$ cat src/rtl/rxf_pkg.sv
package rxf_pkg;
  localparam int WORD_W  = 32;
  localparam int OCTET_W = 8;

  typedef enum logic [2:0] {
    SEL_MODE   = 3'd0,
    SEL_STA_LO = 3'd1,
    SEL_STA_HI = 3'd2,
    SEL_HASH0  = 3'd3,
    SEL_HASH1  = 3'd4
  } cfg_sel_e;

  localparam int MODE_BCAST_OFF = 3;
  localparam int MODE_IHASH     = 4;
  localparam int MODE_PROMISC   = 5;
  localparam int MODE_LOOP      = 7;

  localparam logic [31:0] CRC_POLY = 32'h04C11DB7;

  // one octet through the CRC register, least significant bit first
  function automatic logic [31:0] crc_octet(input logic [31:0] c, input logic [7:0] d);
    logic [31:0] r;
    r = c;
    for (int i = 0; i < 8; i++) begin
      if (r[31] ^ d[i]) r = (r << 1) ^ CRC_POLY;
      else              r = r << 1;
    end
    return r;
  endfunction
endpackage

$ cat src/rtl/rxf_cfg_regs.sv
module rxf_cfg_regs
  import rxf_pkg::*;
#(
  parameter int W = WORD_W,
  parameter int HI_W = 16
) (
  input  logic          clk,
  input  logic          rst_n,
  input  logic          we,
  input  logic [2:0]    sel,
  input  logic [W-1:0]  wdata,
  output logic [W-1:0]  rdata,
  output logic          promisc,
  output logic          ihash,
  output logic          bcast_off,
  output logic [W-1:0]  sta_lo,
  output logic [HI_W-1:0] sta_hi,
  output logic [2*W-1:0] hash_tbl
);
  localparam int HPAD = W - HI_W;

  logic          promisc_q, ihash_q, bcast_off_q, loop_q;
  logic          promisc_d, ihash_d, bcast_off_d, loop_d;
  logic [W-1:0]  lo_q, lo_d, h0_q, h0_d, h1_q, h1_d;
  logic [HI_W-1:0] hi_q, hi_d;

  always_comb begin
    promisc_d   = promisc_q;
    ihash_d     = ihash_q;
    bcast_off_d = bcast_off_q;
    loop_d      = loop_q;
    lo_d        = lo_q;
    hi_d        = hi_q;
    h0_d        = h0_q;
    h1_d        = h1_q;
    if (we) begin
      case (cfg_sel_e'(sel))
        SEL_MODE: begin
          promisc_d   = wdata[MODE_PROMISC];
          ihash_d     = wdata[MODE_IHASH];
          bcast_off_d = wdata[MODE_BCAST_OFF];
          loop_d      = wdata[MODE_LOOP];
        end
        SEL_STA_LO: lo_d = wdata;
        SEL_STA_HI: hi_d = wdata[HI_W-1:0];
        SEL_HASH0:  h0_d = wdata;
        SEL_HASH1:  h1_d = wdata;
        default: ;
      endcase
    end
  end

  always_ff @(posedge clk or negedge rst_n) begin
    if (!rst_n) begin
      promisc_q   <= 1'b0;
      ihash_q     <= 1'b0;
      bcast_off_q <= 1'b0;
      loop_q      <= 1'b0;
      lo_q        <= '0;
      hi_q        <= '0;
      h0_q        <= '0;
      h1_q        <= '0;
    end else if (we) begin
      promisc_q   <= promisc_d;
      ihash_q     <= ihash_d;
      bcast_off_q <= bcast_off_d;
      loop_q      <= loop_d;
      lo_q        <= lo_d;
      hi_q        <= hi_d;
      h0_q        <= h0_d;
      h1_q        <= h1_d;
    end
  end

  always_comb begin
    rdata = '0;
    case (cfg_sel_e'(sel))
      SEL_MODE: begin
        rdata[MODE_PROMISC]   = promisc_q;
        rdata[MODE_IHASH]     = ihash_q;
        rdata[MODE_BCAST_OFF] = bcast_off_q;
        rdata[MODE_LOOP]      = loop_q;
      end
      SEL_STA_LO: rdata = lo_q;
      SEL_STA_HI: rdata = {{HPAD{1'b0}}, hi_q};
      SEL_HASH0:  rdata = h0_q;
      SEL_HASH1:  rdata = h1_q;
      default:    rdata = '0;
    endcase
  end

  assign promisc   = promisc_q;
  assign ihash     = ihash_q;
  assign bcast_off = bcast_off_q;
  assign sta_lo    = lo_q;
  assign sta_hi    = hi_q;
  assign hash_tbl  = {h1_q, h0_q};

  // mode flags change only through a mode write
  a_r2_mode_hold: assert property (@(posedge clk) disable iff (!rst_n)
    !(we && sel == SEL_MODE) |=> $stable({promisc_q, ihash_q, bcast_off_q, loop_q}));
  // hash table changes only through a hash write
  a_r2_hash_hold: assert property (@(posedge clk) disable iff (!rst_n)
    !(we && (sel == SEL_HASH0 || sel == SEL_HASH1)) |=> $stable({h1_q, h0_q}));
endmodule

$ cat src/rtl/rxf_addr_capture.sv
module rxf_addr_capture
  import rxf_pkg::*;
#(
  parameter int NOCT = 6
) (
  input  logic                 clk,
  input  logic                 rst_n,
  input  logic                 sof,
  input  logic                 vld,
  input  logic [OCTET_W-1:0]   octet,
  output logic                 take,
  output logic                 first,
  output logic                 last,
  output logic [NOCT*OCTET_W-1:0] dst
);
  localparam int CNT_W = $clog2(NOCT + 1);
  localparam logic [CNT_W-1:0] CNT_FULL = CNT_W'(NOCT);
  localparam logic [CNT_W-1:0] CNT_LAST = CNT_W'(NOCT - 1);

  logic [CNT_W-1:0] cnt_q, cnt_d, idx;
  logic [NOCT-1:0][OCTET_W-1:0] oct_q, oct_d;

  always_comb begin
    first = vld && sof;
    idx   = sof ? '0 : cnt_q;
    take  = vld && (sof || (cnt_q != '0 && cnt_q < CNT_FULL));
    last  = take && (idx == CNT_LAST);
    cnt_d = take ? idx + 1'b1 : cnt_q;
    oct_d = oct_q;
    if (take) oct_d[idx] = octet;
  end

  always_ff @(posedge clk or negedge rst_n) begin
    if (!rst_n) begin
      cnt_q <= '0;
      oct_q <= '0;
    end else if (take) begin
      cnt_q <= cnt_d;
      oct_q <= oct_d;
    end
  end

  // octet 0 lands in the most significant byte of the flat view
  for (genvar g = 0; g < NOCT; g++) begin : g_flat
    assign dst[(NOCT-1-g)*OCTET_W +: OCTET_W] = oct_d[g];
  end

  // position counter never runs past the address length
  a_r3_count_bound: assert property (@(posedge clk) disable iff (!rst_n)
    cnt_q <= CNT_FULL);
  // a start strobe always restarts at the second position
  a_r11_restart: assert property (@(posedge clk) disable iff (!rst_n)
    (vld && sof) |=> cnt_q == CNT_W'(1));
endmodule

$ cat src/rtl/rxf_crc_acc.sv
module rxf_crc_acc
  import rxf_pkg::*;
#(
  parameter int IDX_W = 6
) (
  input  logic               clk,
  input  logic               rst_n,
  input  logic               take,
  input  logic               first,
  input  logic [OCTET_W-1:0] octet,
  output logic [IDX_W-1:0]   idx
);
  logic [31:0] crc_q, crc_d, seed;

  always_comb begin
    seed  = first ? '1 : crc_q;
    crc_d = take ? crc_octet(seed, octet) : crc_q;
  end

  always_ff @(posedge clk or negedge rst_n) begin
    if (!rst_n)    crc_q <= '1;
    else if (take) crc_q <= crc_d;
  end

  assign idx = crc_d[31 -: IDX_W];

  // the accumulator moves only on accepted octets
  a_r6_crc_hold: assert property (@(posedge clk) disable iff (!rst_n)
    !take |=> $stable(crc_q));
endmodule

$ cat src/rtl/rxf_addr_filter.sv
module rxf_addr_filter
  import rxf_pkg::*;
(
  input  logic        clk,
  input  logic        rst_n,
  input  logic        cfg_we,
  input  logic [2:0]  cfg_sel,
  input  logic [31:0] cfg_wdata,
  output logic [31:0] cfg_rdata,
  input  logic        rx_sof,
  input  logic        rx_vld,
  input  logic [7:0]  rx_byte,
  output logic        verdict_vld,
  output logic        verdict_accept
);
  localparam int NOCT  = 6;
  localparam int DST_W = NOCT * OCTET_W;
  localparam int HI_W  = DST_W - WORD_W;
  localparam int IDX_W = 6;
  localparam int GRP_BIT = DST_W - OCTET_W;

  logic promisc, ihash, bcast_off;
  logic [WORD_W-1:0] sta_lo;
  logic [HI_W-1:0]   sta_hi;
  logic [2*WORD_W-1:0] hash_tbl;
  logic take, first, last;
  logic [DST_W-1:0] dst;
  logic [IDX_W-1:0] hidx;
  logic is_bcast, is_group, sta_hit, hash_hit, accept_d;
  logic vld_q, acc_q;

  rxf_cfg_regs #(.W(WORD_W), .HI_W(HI_W)) u_regs (
    .clk(clk), .rst_n(rst_n), .we(cfg_we), .sel(cfg_sel), .wdata(cfg_wdata),
    .rdata(cfg_rdata), .promisc(promisc), .ihash(ihash), .bcast_off(bcast_off),
    .sta_lo(sta_lo), .sta_hi(sta_hi), .hash_tbl(hash_tbl)
  );

  rxf_addr_capture #(.NOCT(NOCT)) u_cap (
    .clk(clk), .rst_n(rst_n), .sof(rx_sof), .vld(rx_vld), .octet(rx_byte),
    .take(take), .first(first), .last(last), .dst(dst)
  );

  rxf_crc_acc #(.IDX_W(IDX_W)) u_crc (
    .clk(clk), .rst_n(rst_n), .take(take), .first(first), .octet(rx_byte),
    .idx(hidx)
  );

  always_comb begin
    is_bcast = &dst;
    is_group = dst[GRP_BIT];
    sta_hit  = (dst == {sta_hi, sta_lo});
    hash_hit = hash_tbl[hidx];
    if (promisc)       accept_d = 1'b1;
    else if (is_bcast) accept_d = !bcast_off;
    else if (is_group) accept_d = hash_hit;
    else               accept_d = sta_hit || (ihash && hash_hit);
  end

  always_ff @(posedge clk or negedge rst_n) begin
    if (!rst_n) vld_q <= 1'b0;
    else        vld_q <= last;
  end

  always_ff @(posedge clk or negedge rst_n) begin
    if (!rst_n)    acc_q <= 1'b0;
    else if (last) acc_q <= accept_d;
  end

  assign verdict_vld    = vld_q;
  assign verdict_accept = acc_q;

  // a verdict strobe never lasts two cycles
  a_r3_single_pulse: assert property (@(posedge clk) disable iff (!rst_n)
    verdict_vld |=> !verdict_vld);
  // promiscuous mode forces acceptance
  a_r9_promisc: assert property (@(posedge clk) disable iff (!rst_n)
    (verdict_vld && $past(promisc)) |-> verdict_accept);
  // broadcast reject wins when not promiscuous
  a_r8_bcast_off: assert property (@(posedge clk) disable iff (!rst_n)
    (verdict_vld && $past(bcast_off && !promisc && (&dst))) |-> !verdict_accept);
endmodule

$ cat config.mk
export PLATFORM = sky130hd
export DESIGN_NAME = rxf_addr_filter
export DESIGN_NICKNAME = d
export VERILOG_FILES = /design/src/rtl/rxf_pkg.sv /design/src/rtl/rxf_cfg_regs.sv /design/src/rtl/rxf_addr_capture.sv /design/src/rtl/rxf_crc_acc.sv /design/src/rtl/rxf_addr_filter.sv
export SDC_FILE = /design/constraint.sdc
export NUM_CORES = 1
export LEC_CHECK = 0
export BUFFER_PORTS_ARGS = -buffer_cell sky130_fd_sc_hd__buf_2
export CORE_ASPECT_RATIO = 0.6
export CORE_MARGIN = 2
export CORE_UTILIZATION = 60
export CTS_CLUSTER_DIAMETER = 120
export DETAILED_ROUTE_END_ITERATION = 10
export PLACE_DENSITY = 0.77
export SLEW_MARGIN = 40
export SYNTH_ARGS = -nofsm -noshare
export SYNTH_HDL_FRONTEND = slang
export SYNTH_SLANG_ARGS = --single-unit
$ cat constraint.sdc
create_clock -name clk -period 4.45 [get_ports clk]
set_clock_uncertainty 0.2 [all_clocks]
set_input_delay 0.2225 -clock clk [delete_from_list [all_inputs] [get_ports clk]]
set_output_delay 0.2225 -clock clk [all_outputs]
set_load 0.1 [all_outputs]
Word level (Yosys, flattened, before mapping)
Index checks and enable logic that the tools add are counted.

Add/subtract/negate cells: 1. $mul: 0. Div/mod/pow operators: 0. $lt $le $gt $ge: 4. Equal/unequal tests: 6. Shifts and indexed selects: 0. Multiplexer cells: 25. Bitwise gates (word level): 16. Reduce and logical (&&, ||, !) cells: 17.

Operator list (number): $mux W27 (8); $not A14 Y14 (8); $pmux W24 S4 (1); $mux W32 (2); $bwmux W48 (1); $eq A48 B48 Y1 (1); $mux W48 (1); $reduce_and A48 Y1 (1); $demux W8 S3 (1); $pmux W3 S5 (1); $pmux W3 S4 (1); $reduce_and A2 Y1 (5); $mux W8 (1); $xor A1 B1 Y1 (8); $lt A6 B7 Y1 const B (1); $bmux W1 S6 (1); $eq A3 B2 Y1 const B (2); $eq A3 B3 Y1 const B (2); $logic_and A1 B1 Y1 (6); $pmux W1 S5 (1); $lt A3 B4 Y1 const B (1); $mux W1 (4); $pmux W1 S4 (1); $add A3 B1 Y3 const B (1); other kinds (8) (9).

Register bits after elaboration: 201. Latch bits: 0. Memory bits (writable): 0. Bits in read-only memories: 0. Output and inout bits: 34. Word-level logic and storage cells: 87. Memories kept: 0.

Longest topological paths before layout
Gate-level depths: netlist of the first run.

Depth in word-level cells: 26. Mapped depth: 14.

Cells and area by module
A second synthesis of the first run with hierarchy kept.

Cells, all modules: 947. Area total of the unflattened synthesis: 11856.4 um2.

Modules (own cells, without submodules): rxf_cfg_regs (times used 1, cells each 363, area an instance 5373.9 um2, sequential area each 2902.8 um2); rxf_addr_capture (times used 1, cells each 190, area an instance 2688.8 um2, sequential area each 1276.2 um2); rxf_crc_acc (times used 1, cells each 242, area an instance 2468.6 um2, sequential area each 840.8 um2); rxf_addr_filter (times used 1, cells each 152, area an instance 1325.0 um2, sequential area each 50.0 um2).

Worst setup path before layout of the first run
No wires, ideal clock.

Kind: in2out. Start point: in cfg_sel[1]. End point: out cfg_rdata[16]. Arrival: 3.298 ns. Path slack: 0.729 ns. Stages: 4. Path through: buf_1 buf_1 mux2i_1 o21ai_0.

Cells in the longest elaborated chain, start to end: 2. Elaborated cells on any way between the ends: 5. Those cells by class: 4 x eq/ne; 1 x mux.

Ends and longest elaborated chain: start: declaration (RTL line rxf_addr_filter.sv:7) `input logic [2:0] cfg_sel,`; $eq A3 B3 Y1 (tied with other cells) (RTL line rxf_cfg_regs.sv:77) `case (cfg_sel_e'(sel))`; $pmux W24 S4 (*) (RTL line rxf_cfg_regs.sv:77); end: declaration (RTL line rxf_addr_filter.sv:9) `output logic [31:0] cfg_rdata,`.

Every way passes the cells marked *; elsewhere a longest branch is shown, timed or not.

Worst setup path in the final report of the first run
Start point: reg u_cap.cnt_q[1]. End point: reg acc_q (netlist: verdict_accept).

Cells in the longest elaborated chain, start to end: 12. Elaborated cells on any way between the ends: 25. Those cells by class: 3 x order compare; 2 x eq/ne; 11 x mux; 9 x reduce/logical.

Ends and longest elaborated chain: start: declaration (RTL line rxf_addr_capture.sv:20) `logic [CNT_W-1:0] cnt_q, cnt_d, idx;`; start signal: assignment (RTL line rxf_addr_capture.sv:38) `cnt_q <= cnt_d;`; $mux W3 (tied with other cells) (RTL line rxf_addr_capture.sv:25) `idx = sof ? '0 : cnt_q;`; $lt A3 B4 Y1 (implied by the code) (tied with other cells) (RTL line rxf_addr_capture.sv:30) `if (take) oct_d[idx] = octet;`; $logic_and A1 B1 Y1 (implied by the code) or $logic_or A1 B1 Y1 (tied branches) (RTL line rxf_addr_capture.sv:30, rxf_addr_capture.sv:26); $mux W8 (implied by the code) or $logic_and A1 B1 Y1 (tied branches) (RTL line rxf_addr_capture.sv:30, rxf_addr_capture.sv:26); $demux W8 S3 or $mux W32 (tied branches); $bwmux W48 or $bmux W1 S6 (tied branches) (RTL line rxf_addr_capture.sv:30, rxf_addr_filter.sv:52); $mux W48 or $mux W1 (tied branches) (RTL line rxf_addr_capture.sv:30, rxf_addr_filter.sv:52); $eq A48 B48 Y1 or $logic_and A1 B1 Y1 (tied branches) (RTL line rxf_addr_filter.sv:51, rxf_addr_filter.sv:56); $logic_or A1 B1 Y1 (RTL line rxf_addr_filter.sv:56) `else accept_d = sta_hit || (ihash && hash_hit);`; $mux W1 (RTL line rxf_addr_filter.sv:55) `else if (is_group) accept_d = hash_hit;`; $mux W1 (RTL line rxf_addr_filter.sv:54) `else if (is_bcast) accept_d = !bcast_off;`; $mux W1 (RTL line rxf_addr_filter.sv:53) `if (promisc) accept_d = 1'b1;`; end signal: assignment (RTL line rxf_addr_filter.sv:66) `else if (last) acc_q <= accept_d;`; end: declaration (RTL line rxf_addr_filter.sv:30) `logic vld_q, acc_q;`.

Parallel ways exist; a longest one is shown, timed or not. The select of a mux whose other input is x is not followed. A chain may end at the register's enable or synchronous reset.

==> impl_metrics.json, run 1 <==
{
  "synth-compound-area-share_pct": 11.0,
  "muxShareOfSynthArea_pct": 18.4,
  "die_y_um": 111,
  "setup_slack_ns": 0.359,
  "p_per_area_nw_per_um2": 703,
  "worstSetupPathType": "flop to flop",
  "synth_fp_nets": 1169,
  "synth-edff-count": 0,
  "postSynthCellCount": 1119,
  "clk_pin_slew_ns": 0.07,
  "antenna_found_initial": 0,
  "min_period_over_period_pct": 91.9,
  "cap_violations": 0,
  "ys_top_cells_by_area": "dfrtp_1, mux2_2, dfstp_2",
  "grt_pass1_wl_um": 54600,
  "mostFrequentLayoutCells": "dfrtp_1, mux2_2, nand2_1",
  "yosys_warnings": 0,
  "tightestPinTransition_ns": 0.855,
  "drc_errors": 0,
  "hp-class": "input pin to flop",
  "crit_arrival_ns": 4.28,
  "setup_violations": 0,
  "synth_xor_area_share_pct": 8.97,
  "r2r-end": "verdict_accept",
  "grt_pass1_vias": 9094,
  "cp.required_ns": 4.64,
  "area_growth_pct": 14.1,
  "max_freq_mhz": 244,
  "swShare_pct": 41.5,
  "clockRootBuffer": "clkbuf_16",
  "synth_top_area_share_pct": 36.6,
  "final_common_cell": "dfrtp_1",
  "clock_latency_ns": 0.50,
  "dp_hpwl_um": 25000,
  "syn_area_um2": 11500,
  "rrSetupSlack_ns": 0.36,
  "clock_sinks": 201,
  "async_reset_ff_share_pct": 100,
  "layout.nets": 1250,
  "gp_congestion": 0.971,
  "crit_path_end_kind": "flop",
  "rsz0062_at_grt": "no",
  "vias": 9502,
  "viasPerCell": 6.51,
  "drive_above_1_share_pct": 26.3,
  "antenna_cells": 0,
  "p_seq_share_pct": 34.1,
  "tns_ns": 0,
  "irDropWorstVdd_v": 0.000399,
  "path_max_fanout": 16,
  "die-area_um2": 20400,
  "post_synth.cell_area_avg_um2": 10.3,
  "cts_setup_buffers": 0,
  "r2r_start": "u_cap.cnt_q[1]",
  "yosysTopAreaCell": "dfrtp_1",
  "start_kind": "flop",
  "power.internal_uw": 5410,
  "ios": 82,
  "p_sw_uw": 3840,
  "synth_cell_types": 66,
  "synth_top_family_by_area": "multiplexers",
  "endpoint": "verdict_accept",
  "yosys_most_used_dff": "dfrtp_1",
  "synth_seq_area_share_pct": 43.9,
  "wirelength_um": 35300,
  "wl_per_cell_um": 24.2,
  "critPathLaunch": "u_cap.cnt_q[1]",
  "status": "complete, no violations",
  "postRouteAntennaNets": 0,
  "comb_power_share_pct": 46.3,
  "port_buffers": 81,
  "fin_crit_ns": 4.09,
  "ys_seq_elements": 201,
  "synth-simple-area-share_pct": 13.9,
  "fp-row-count": 39,
  "numCtsBuffers": 20,
  "p_leak_uw": 0.00575,
  "core_um2": 18900,
  "htreeDepth": 1,
  "cts_max_path_buffers": 3,
  "drv_slew": 0,
  "die_x_um": 183,
  "pre_cts_slack_ns": 0.409,
  "hold_violations": 0,
  "maxSlewHeadroom_pct": 42.9,
  "clockPowerShare_pct": 19.6,
  "cts_tree": "built",
  "start_util_pct": 61.0,
  "grt_overflow": 0,
  "grt_max_degree": 128,
  "reg2regPathDepth": 10,
  "drtIter0Drc": 1344,
  "synth_adder_area_share_pct": 0.217,
  "grt_use_total_pct": 34.9,
  "dr.pass1.iters": 5
}
==> cell usage after synthesis, types with 5 or more instances <==
| cell | instances |
|---|---|
| dfstp_2 | 32 |
| inv_1 | 14 |
| nor4_1 | 15 |
| a211oi_1 | 14 |
| o21ai_0 | 74 |
| nand3_1 | 38 |
| a21oi_1 | 41 |
| clkbuf_1 | 46 |
| xnor2_1 | 72 |
| nand4_1 | 11 |
| nand2_1 | 114 |
| nand2b_1 | 5 |
| dfrtp_1 | 169 |
| nor2_1 | 46 |
| or3_1 | 7 |
| and4_1 | 6 |
| nor2b_1 | 7 |
| buf_1 | 10 |
| o22ai_1 | 17 |
| mux2i_1 | 49 |
| nor4b_1 | 7 |
| and2_1 | 6 |
| xor2_1 | 36 |
| a22oi_1 | 15 |
| and3_1 | 26 |
| buf_2 | 17 |
| o31a_1 | 13 |
| mux2_2 | 140 |
==> logic make-up after synthesis <==
family / Yosys count
muxes: 192
xor gates and xnor gates: 112
buffers and inverters: 95
DFF: 201
and+or+nand+nor: 313
AOI/OAI and AO/OA: 204
adders and majority gates: 2
==> flip-flops by register name (all words and copies together), names as in the netlist <==
name	flops
u_regs.ihash	1
u_cap.cnt_q	3
u_cap.oct_q	48
u_regs.sta_hi	16
u_regs.h0_q	32
u_regs.sta_lo	32
verdict_vld	1
u_regs.loop_q	1
u_crc.crc_q	32
verdict_accept	1
u_regs.h1_q	32
u_regs.bcast_off	1
u_regs.promisc	1
==> worst max-delay path: stages (launching register included) <==
cell,delay (ns)
dfrtp_1,0.53
or4_1,0.65
nand4_1,0.18
nor2_1,0.08
mux2_2,0.41
nor3_4,0.67
mux4_2,0.41
a22o_1,0.22
nor4_1,0.31
o2111ai_1,0.17
o221a_2,0.15
==> through the flow <==
step | cells | hold WS [ns] | util, % | power, uW | instance area [um2]
after floorplan | 1119 | -0.273 | - | 6210 | 11500
after global placement | 1387 | 0.243 | 63.9 | 7180 | 12100
after detailed placement | 1387 | 0.0888 | 63.9 | 7280 | 12100
after CTS | 1459 | 0.00943 | 69.5 | 9140 | 13200
after global routing | 1459 | 0.0387 | 69.6 | 9730 | 13200
final | 1459 | 0.0369 | 69.6 | 9250 | 13200
==> worst min-delay path by stage <==
stage	startpoint	endpoint	cells after the start
final	rx_byte[3]	u_cap.oct_q[43]	3
after global routing	rx_byte[3]	u_cap.oct_q[43]	3
after global placement	u_crc.crc_q[3]	u_crc.crc_q[3]	2
after floorplan	rst_n	u_cap.cnt_q[0]	0
after detailed placement	rst_n	u_regs.sta_lo[26]	1
after CTS	rx_byte[3]	u_cap.oct_q[43]	3
==> metal layers <==
metal	vias up	track usage (%)	part of all wire, %
met3	68	8.73	13
met4	0	7.04	1.9
met2	630	46.5	40
met1	4622	56.9	45
met5	-	0	0
li1	4182	-	-
==> power groups by stage <==
stage	clock network [uW]	logic (uW)	registers [uW]
floorplan	0	3380	2830
global placement	0	4060	3120
detailed placement	0	4140	3140
CTS	1830	4190	3120
global route	1900	4630	3210
finish	1820	4280	3150
==> final cells by class <==
cell class | instances | area [um2]
multi-input combinational | 823 | 6090
fill | 1446 | 5760
sequential | 201 | 5070
timing repair buffer | 137 | 951
clock buffer | 31 | 593
tap | 246 | 308
clock inverter | 4 | 95.1
inverter | 17 | 63.8
==> what timing repair did <==
| item | 4_1_cts | 5_1_grt |
|---|---|---|
| hold buffers | 37 | 0 |
| endpoints found under the hold margin | 249 | 0 |
| gates resized for setup | 0 | 0 |
Note: power is estimated with default switching activity, not from simulation.
==> inputs of run 2 (changes only) <==
--- a/config.mk
+++ b/config.mk
@@ -11,7 +11,7 @@
 export CORE_UTILIZATION = 60
 export CTS_CLUSTER_DIAMETER = 120
 export DETAILED_ROUTE_END_ITERATION = 10
-export PLACE_DENSITY = 0.77
+export PLACE_DENSITY = 0.86
 export SLEW_MARGIN = 40
 export SYNTH_ARGS = -nofsm -noshare
 export SYNTH_HDL_FRONTEND = slang
==> run 2 against run 1 <==
  * Power hardly changed
  * Global-route usage hardly changed
  * Setup slack better by 0.086 ns
  * Routed wire length is 0.51% lower
  * Worst hold slack better by 0.0025 ns
  * Sequential share of layout area is 0.10 points lower
  * Clock power is 5% higher
==> impl_metrics.json, run 2 (synthesized netlist as in run 1, its figures left out) <==
{
  "core_um2": 18900,
  "clockRootBuffer": "clkbuf_16",
  "status": "complete, no violations",
  "hold_violations": 0,
  "maxSlewHeadroom_pct": 41.7,
  "setup_violations": 0,
  "met1_usage_pct": 51.8,
  "final_common_cell": "dfrtp_1",
  "min_period_over_period_pct": 90.0,
  "r2r-end": "verdict_accept",
  "fin_crit_ns": 4.01,
  "port_buffers": 81,
  "pre_cts_slack_ns": 0.568,
  "drtIter0Drc": 1223,
  "cts_max_path_buffers": 3,
  "layout.nets": 1251,
  "min_to": "u_cap.cnt_q[2]",
  "rrSetupSlack_ns": 0.44,
  "r2r_start": "u_cap.cnt_q[1]",
  "irDropWorstVdd_v": 0.000356,
  "drc_errors": 0,
  "worstSetupPathType": "flop to flop",
  "grt_pass1_wl_um": 54600,
  "crit_buf_inv": 1,
  "clock_sinks": 201,
  "swShare_pct": 41.1,
  "reg2regPathDepth": 10,
  "grt_overflow": 0,
  "wirelength_um": 35100,
  "area_growth_pct": 14.4,
  "max_freq_mhz": 250,
  "fp-row-count": 39,
  "ios": 82,
  "power.internal_uw": 5450,
  "min_from": "rx_sof",
  "finish.utilization_pct": 69.7,
  "rsz0062_at_grt": "no",
  "slowest_delay_ns": 0.62,
  "htreeDepth": 1,
  "grt_util_met3_pct": 13.5,
  "largest_reg_flops": 48,
  "holdPathStages": 3,
  "post_cts_resized": 0,
  "drv_slew": 0,
  "die_x_um": 183,
  "dp_hpwl_um": 25200,
  "use_met2_pct": 47.6,
  "crit_family": "simple AND/OR/NAND/NOR gates",
  "top_usage_layer": "met1",
  "mostFrequentLayoutCells": "dfrtp_1, mux2_2, nand2_1",
  "cp_slowest_cell": "dfrtp_1",
  "cap_violations": 0,
  "p_per_area_nw_per_um2": 701,
  "dr.pass1.iters": 8,
  "grt_max_degree": 84,
  "finalPower_uw": 9250,
  "clockPowerShare_pct": 20.7,
  "crit_path_end_kind": "flop",
  "top_register": "u_cap.oct_q",
  "viasPerCell": 6.53,
  "antenna_found_initial": 3,
  "tns_ns": 0,
  "clk_pin_slew_ns": 0.07,
  "grt_use_total_pct": 34.9,
  "drive_above_1_share_pct": 26.8,
  "p_sw_uw": 3800,
  "postRouteAntennaNets": 0,
  "p_leak_uw": 0.00577,
  "numCtsBuffers": 20,
  "cp.required_ns": 4.64,
  "start_kind": "flop",
  "holdBufCountCts": 36,
  "cts_tree": "built",
  "cts_setup_buffers": 0,
  "setup_slack_ns": 0.445,
  "vias": 9567,
  "p_seq_share_pct": 34.1,
  "wl_per_cell_um": 23.9,
  "crit_cells": 10,
  "die_y_um": 111,
  "gp_congestion": 1.00,
  "start_util_pct": 61.0,
  "timing.hold.ws_ns": 0.0394,
  "clock_latency_ns": 0.50,
  "crit_arrival_ns": 4.19,
  "tightestPinTransition_ns": 0.872,
  "die-area_um2": 20400,
  "fill_cells": 1369,
  "worstPathCellList": "or4_1 -> nand3_2 -> and2_1 -> nor3_4 -> buf_4 -> mux2i_1 -> a221oi_1 -> a211oi_1 -> o2111ai_1 -> o221a_2",
  "multi_input_area_um2": 6080,
  "path_max_fanout": 27,
  "comb_power_share_pct": 45.2,
  "hp-class": "input pin to flop",
  "grt_pass1_vias": 9297,
  "regArea_um2": 5070
}
-- run 2: cell types whose count changed in the layout (fill, tap and decap cells not counted), sizes merged --
| cell | change |
|---|---|
| clkbuf | -4 |
| clkinvlp | +1 |
| dlygate4sd3 | -1 |
| buf | +2 |
| bufinv | +1 |
| clkinv | +3 |
| diode | +4 |
-- run 2: power by group through the flow --
stage	Clock (uW)	Combinational, uW	Sequential (uW)
after floorplan	0	3380	2830
after global placement	0	3960	3120
after detailed placement	0	4060	3140
after CTS	1920	4110	3120
after global routing	1980	4520	3220
final	1910	4180	3160
-- run 2: per-stage QoR --
stage / instances / area, um2
3_3_place_gp: 1389 / 12100
2_1_floorplan: 1119 / 11500
3_5_place_dp: 1389 / 12100
6_report: 1465 / 13200
4_1_cts: 1461 / 13200
5_1_grt: 1461 / 13200
-- run 2: how the worst max path moves through the flow --
stage | from | slack, ns | end
2_1_floorplan | cfg_sel[1] | 0.73 | cfg_rdata[16]
3_3_place_gp | u_cap.cnt_q[1] | 0.68 | verdict_accept
3_5_place_dp | u_cap.cnt_q[1] | 0.57 | verdict_accept
4_1_cts | u_cap.cnt_q[1] | 0.55 | verdict_accept
5_1_grt | u_cap.cnt_q[1] | 0.12 | verdict_accept
6_report | u_cap.cnt_q[1] | 0.44 | verdict_accept
-- run 2: layout make-up --
type,count,share of cell area [%]
diodes,4,0.0758
clock buffers,27,4.45
clock inverters,9,1.15
inverters,17,0.483
multi-input cells,823,46.1
flip-flops and latches,201,38.4
well taps,246,2.33
repair buffers,138,7.06
-- run 2: routing by layer --
layer  part of all wire (%)  routed length (um)
met2                     40               14100
met1                     42               14900
met3                     15                5170
met4                    2.2                 770
met5                   0.31                 108
-- run 2: tightest hold or removal path, delay by kind of cell --
family,cells,cell delay (ns)
AO/OA/AOI/OAI,1,0.05
buffers and inverters,1,0.23
multiplexers,1,0.20
